File: config.mk
export PLATFORM = sky130hd
export DESIGN_NAME = pp_host_irq
export DESIGN_NICKNAME = d
export VERILOG_FILES = /design/src/rtl/pp_host_irq.sv
export SDC_FILE = /design/constraint.sdc
export NUM_CORES = 1
export LEC_CHECK = 0
export ABC_AREA = 1
export BUFFER_PORTS_ARGS = -buffer_cell sky130_fd_sc_hd__clkbuf_2
export CORE_ASPECT_RATIO = 0.9
export CORE_MARGIN = 5
export CORE_UTILIZATION = 61
export CTS_BUF_LIST = sky130_fd_sc_hd__clkbuf_8
export DETAILED_ROUTE_END_ITERATION = 10
export GPL_TIMING_DRIVEN = 0
export PLACE_DENSITY = 0.87
export SLEW_MARGIN = 20
export SYNTH_ARGS = -nofsm -noshare
export SYNTH_HDL_FRONTEND = slang
export SYNTH_SLANG_ARGS = --single-unit
File: constraint.sdc
create_clock -name clk -period 2.5 [get_ports clk]
set_clock_uncertainty 0.1 [all_clocks]
set_input_delay 0 -clock clk [delete_from_list [all_inputs] [get_ports clk]]
set_output_delay 0 -clock clk [all_outputs]
set_load 0.1 [all_outputs]
File: src/rtl/pp_host_irq.sv
module pp_host_irq #(
  parameter int DATA_W   = 8,
  parameter int SYNC_LEN = 2,
  parameter int FILT_LEN = 3,
  parameter int REG_W    = 16
) (
  input  logic              clk,
  input  logic              rst_n,
  input  logic              slctin_n,
  input  logic              strobe_n,
  input  logic              init_n,
  input  logic              autofd_n,
  input  logic [DATA_W-1:0] pdata,
  input  logic [4:0]        eng_evt,
  input  logic              eng_busy,
  input  logic              eng_ack,
  output logic              busy,
  output logic              ack_n,
  output logic              sm_reset,
  output logic              hs_mode,
  output logic              irq,
  input  logic              reg_wr,
  input  logic              reg_rd,
  input  logic [2:0]        reg_addr,
  input  logic [REG_W-1:0]  reg_wdata,
  output logic [REG_W-1:0]  reg_rdata
);
  localparam int NPIN    = 4;
  localparam int NENG    = 5;
  localparam int NEVT    = 2*NPIN + NENG;
  localparam int STB_IDX = 1;
  localparam int FBSY_BIT = 8;
  localparam int FACK_BIT = 9;
  localparam logic [2:0] A_LVL = 3'd0, A_CTL = 3'd1, A_DAT = 3'd2,
                         A_STS = 3'd3, A_EN  = 3'd4;
  localparam logic [NEVT-1:0] STB_MASK =
    (NEVT'(1) << STB_IDX) | (NEVT'(1) << (NPIN + STB_IDX));

  logic [SYNC_LEN-1:0][NPIN-1:0]   sync_q;
  logic [SYNC_LEN-1:0][DATA_W-1:0] pd_q;
  logic [NPIN-1:0]   samp, lvl, lvl_d, rise, fall;
  logic [NEVT-1:0]   sts, en, evt, clr;
  logic [DATA_W-1:0] data_q;
  logic              fbusy, fack, mode_q, rst_q;
  logic              wr_lvl, wr_ctl, wr_sts, wr_en, rd_dat;
  logic              unused_wdata;

  assign samp = sync_q[SYNC_LEN-1];

  always_ff @(posedge clk or negedge rst_n)
    if (!rst_n) begin
      sync_q <= '1;
      pd_q   <= '0;
    end else begin
      sync_q <= {sync_q[SYNC_LEN-2:0], {autofd_n, init_n, strobe_n, slctin_n}};
      pd_q   <= {pd_q[SYNC_LEN-2:0], pdata};
    end

  for (genvar g = 0; g < NPIN; g++) begin : g_pin
    logic [FILT_LEN-1:0] hist;
    logic                lv;
    always_ff @(posedge clk or negedge rst_n)
      if (!rst_n) begin
        hist <= '1;
        lv   <= 1'b1;
      end else begin
        hist <= {hist[FILT_LEN-2:0], samp[g]};
        if (hist == '1)      lv <= 1'b1;
        else if (hist == '0) lv <= 1'b0;
      end
    assign lvl[g] = lv;
  end

  assign rise = lvl & ~lvl_d;
  assign fall = ~lvl & lvl_d;
  assign evt  = {eng_evt, fall, rise};

  assign wr_lvl = reg_wr && reg_addr == A_LVL;
  assign wr_ctl = reg_wr && reg_addr == A_CTL;
  assign wr_sts = reg_wr && reg_addr == A_STS;
  assign wr_en  = reg_wr && reg_addr == A_EN;
  assign rd_dat = reg_rd && reg_addr == A_DAT;

  assign clr = (wr_sts ? (reg_wdata[NEVT-1:0] & ~STB_MASK) : '0)
             | (rd_dat ? STB_MASK : '0);

  always_ff @(posedge clk or negedge rst_n)
    if (!rst_n) begin
      lvl_d  <= '1;
      sts    <= '0;
      en     <= '0;
      data_q <= '0;
      fbusy  <= 1'b0;
      fack   <= 1'b0;
      mode_q <= 1'b0;
      rst_q  <= 1'b0;
    end else begin
      lvl_d <= lvl;
      sts   <= (sts & ~clr) | evt;
      rst_q <= wr_ctl && reg_wdata[0];
      if (fall[STB_IDX]) data_q <= pd_q[SYNC_LEN-1];
      if (wr_en) en <= reg_wdata[NEVT-1:0];
      if (wr_ctl) mode_q <= reg_wdata[1];
      if (wr_lvl) begin
        fbusy <= reg_wdata[FBSY_BIT];
        fack  <= reg_wdata[FACK_BIT];
      end
    end

  always_comb begin
    reg_rdata = '0;
    case (reg_addr)
      A_LVL: begin
        reg_rdata[NPIN-1:0] = lvl;
        reg_rdata[FBSY_BIT] = fbusy;
        reg_rdata[FACK_BIT] = fack;
      end
      A_CTL:   reg_rdata[1] = mode_q;
      A_DAT:   reg_rdata[DATA_W-1:0] = data_q;
      A_STS:   reg_rdata[NEVT-1:0] = sts;
      A_EN:    reg_rdata[NEVT-1:0] = en;
      default: reg_rdata = '0;
    endcase
  end

  assign busy     = fbusy | eng_busy;
  assign ack_n    = ~(fack | eng_ack);
  assign sm_reset = rst_q;
  assign hs_mode  = mode_q;
  assign irq      = |(sts & en);
  assign unused_wdata = ^reg_wdata[REG_W-1:NEVT];
endmodule

==> results.sh <==
export IMPL_path_class="flop to output pin"
export IMPL_arrival_ns=1.66
export IMPL_final_nets=485
export IMPL_status="completed"
export IMPL_p_total_uw=3214
export IMPL_fin_area_um2=4219
export IMPL_routedWlPerCell_um=15.57
export IMPL_tritoncts="yes"
export IMPL_critPathRequiredTime_ns=2.40
export IMPL_hp_class="input pin to asynchronous set/reset pin"
export IMPL_final_util_pct=80.77
export IMPL_portBuffers=54
export IMPL_avgSynthCellArea_um2=9.686
export IMPL_period_minus_slack_ns=1.756
export IMPL_timing_slew_headroom_pct=63.89
export IMPL_drtIter0Drc=295
export IMPL_finalCritPeriodShare_pct=70.25
export IMPL_drc=0
export IMPL_instances_no_fill=515
export IMPL_cts_sinks=82
export IMPL_antenna_found_initial=0
export IMPL_ys_ff_latch=82
export IMPL_synth_cell_area_um2=3254
export IMPL_placedInstanceArea_um2=3646
export IMPL_crit_end="reg_rdata[0]"
export IMPL_std_cell_rows=25
export IMPL_diodes=0
export IMPL_gr_total_overflow=0
export IMPL_cts_setup_buffers=0
export IMPL_grt_pass1_vias=2864
export IMPL_vias_per_cell=5.464
export IMPL_netlist_instances=336
export IMPL_core_area_um2=5224
export IMPL_cp_start_kind="flop"
export IMPL_grt_max_degree=59
export IMPL_r2r_slack_ns=0.93
export IMPL_ys_seq_area_share_pct=64.13
export IMPL_numCtsBuffers=9
export IMPL_endpoint_kind="output pin"
export IMPL_die_area_um2=6898
export IMPL_cts_path_max_buffers=2
export IMPL_max_freq_ghz=0.5694
export IMPL_antenna_left=0
export IMPL_dpl_cell_count=460
export IMPL_worstSetupStartpoint="g_pin[0].lv"
export IMPL_h_tree_depth=3
export IMPL_setup_viol=0
export IMPL_cp_max_fo=3
export IMPL_dr_total_vias=2814
export IMPL_start_util_pct=62.30
export IMPL_routed_wl_um=8016
export IMPL_gp_congestion=0.8393
export IMPL_grt_pass1_wl_um=13480
export IMPL_die_h_um=79.30
export IMPL_r2r_end="data_q[1]"
export IMPL_area_growth_synth_to_final_pct=29.64
export IMPL_p_leak_uw=0.002118
export IMPL_synth_cell_types=22
export IMPL_maxCapViolCount=0
export IMPL_clk_pin_slew_worst_paths_ns=0.09
export IMPL_whs_ns=0.03119
export IMPL_grtUsageTotal_pct=25.46
export IMPL_die_w_um=86.99
export IMPL_power_density_nw_per_um2=761.7
export IMPL_drv_slew=0
export IMPL_drive_above_1_share_pct=27.01
export IMPL_r2r_start="lvl_d[1]"
export IMPL_drt_pass1_iterations=6
export IMPL_peakVddDrop_v=0.0005741
export IMPL_root_buffer="clkbuf_8"
export IMPL_worst_slew_pin_slew_ns=0.5439
export IMPL_reg2reg_depth=5
export IMPL_rsz0062_at_grt="false"
export IMPL_clk_latency_ns=0.35
export IMPL_yosys_warnings=0
export IMPL_hold_viol_final=0
export IMPL_dp_hpwl_um=4838
export IMPL_ios=63
cell type report:
cell class / count / area (um^2)
sequential: 82 / 2087
timing repair buffer: 94 / 690.7
inverter: 27 / 101.3
tap: 67 / 83.83
clock buffer: 9 / 123.9
multi-input combinational: 215 / 977.2
buffer: 14 / 96.34
fill: 301 / 1005
clock inverter: 7 / 58.81
worst min-delay path by stage:
stage                 to  slack [ns]  cells past startpoint
6_report          en[12]        0.03                      2
5_1_grt          sts[12]        0.06                      2
4_1_cts           en[12]        0.03                      2
3_5_place_dp     sts[12]       -0.14                      1
3_3_place_gp   sync_q[1]       -0.01                      1
2_1_floorplan  data_q[0]       -0.40                      0
through the flow:
stage               setup slack (ns)  TNS (ns)
floorplan                    -0.2571   -0.7713
global placement              0.6318         0
finish                        0.7438         0
detailed placement            0.9978         0
CTS                           0.7418         0
global route                  0.6757         0
power breakdown:
part | leakage, uW | switching, uW | internal [uW]
Clock | 0.0000925 | 500 | 378
Combinational | 0.00111 | 523 | 194
Sequential | 0.000912 | 103 | 1510
metal layers:
metal	vias to the layer above	track usage, %	wire (um)
met5	-	0	0
met4	0	9.502	283
met3	32	6.950	715
met2	170	42.11	3913
met1	1327	31.91	3103
li1	1285	-	-
cells by family (layout without fill, tap and decap cells):
family | after synthesis | after routing | synth area share (%)
other | 1 | 3 | 0.1152
buffers and inverters | 41 | 151 | 6.074
DFF | 82 | 82 | 64.13
AOI/OAI and AO/OA | 28 | 28 | 4.306
and+or+nand+nor | 184 | 184 | 25.37
flip-flops by register name, indices dropped and copies added (netlist names):
name and flops:
en 13, g_pin.hist 12, fbusy 1, pd_q 16, hs_mode 1, sync_q 4, g_pin.lv 4, fack 1
lvl_d 4, sm_reset 1, data_q 8, sts 13, samp 4
cell usage after synthesis:
| master | n | share of area (%) |
|---|---|---|
| dfrtp_1 | 54 | 42 |
| or2_2 | 5 | 0.96 |
| inv_1 | 26 | 3.0 |
| buf_2 | 5 | 0.77 |
| dfstp_2 | 28 | 23 |
| buf_6 | 3 | 1.0 |
| nand2_4 | 1 | 0.35 |
| a21oi_1 | 7 | 1.1 |
| buf_4 | 4 | 0.92 |
| o21ai_1 | 2 | 0.31 |
| nor2_8 | 2 | 1.2 |
| nand2_1 | 112 | 13 |
| clkinv_1 | 1 | 0.12 |
| o21ai_0 | 19 | 2.9 |
| nand3_1 | 39 | 6.0 |
| conb_1 | 1 | 0.12 |
| nand2_2 | 1 | 0.19 |
| nor2_1 | 11 | 1.3 |
| nand4_1 | 7 | 1.3 |
| nor2_4 | 1 | 0.35 |
| clkbuf_1 | 2 | 0.23 |
| nor3_1 | 5 | 0.77 |
repair_timing:
| action | in CTS | in global routing |
|---|---|---|
| hold buffers | 39 | 0 |
| gates resized for setup | 0 | 0 |
| endpoints found under the hold margin | 104 | 0 |
cells in the final DEF, fill, tap and decap left out, drive strengths merged:
cell | synthesis | routed
o21ai | 21 | 21
dfrtp | 54 | 54
dlygate4sd3 | 0 | 39
buf | 12 | 13
clkinvlp | 0 | 1
inv | 26 | 30
a21oi | 7 | 7
conb | 1 | 3
nor3 | 5 | 5
nand3 | 39 | 39
or2 | 5 | 5
clkinv | 1 | 3
nand4 | 7 | 7
nor2 | 14 | 14
clkbuf | 2 | 65
nand2 | 114 | 114
dfstp | 28 | 28
critical path, cell delays in order, from the launching register on:
cell and delay [ns]:
dfstp_2 0.57, nand3_1 0.08, nand2_1 0.08, inv_1 0.05
nand2_1 0.08, clkbuf_2 0.46
Power figures use the tool's default switching activity.
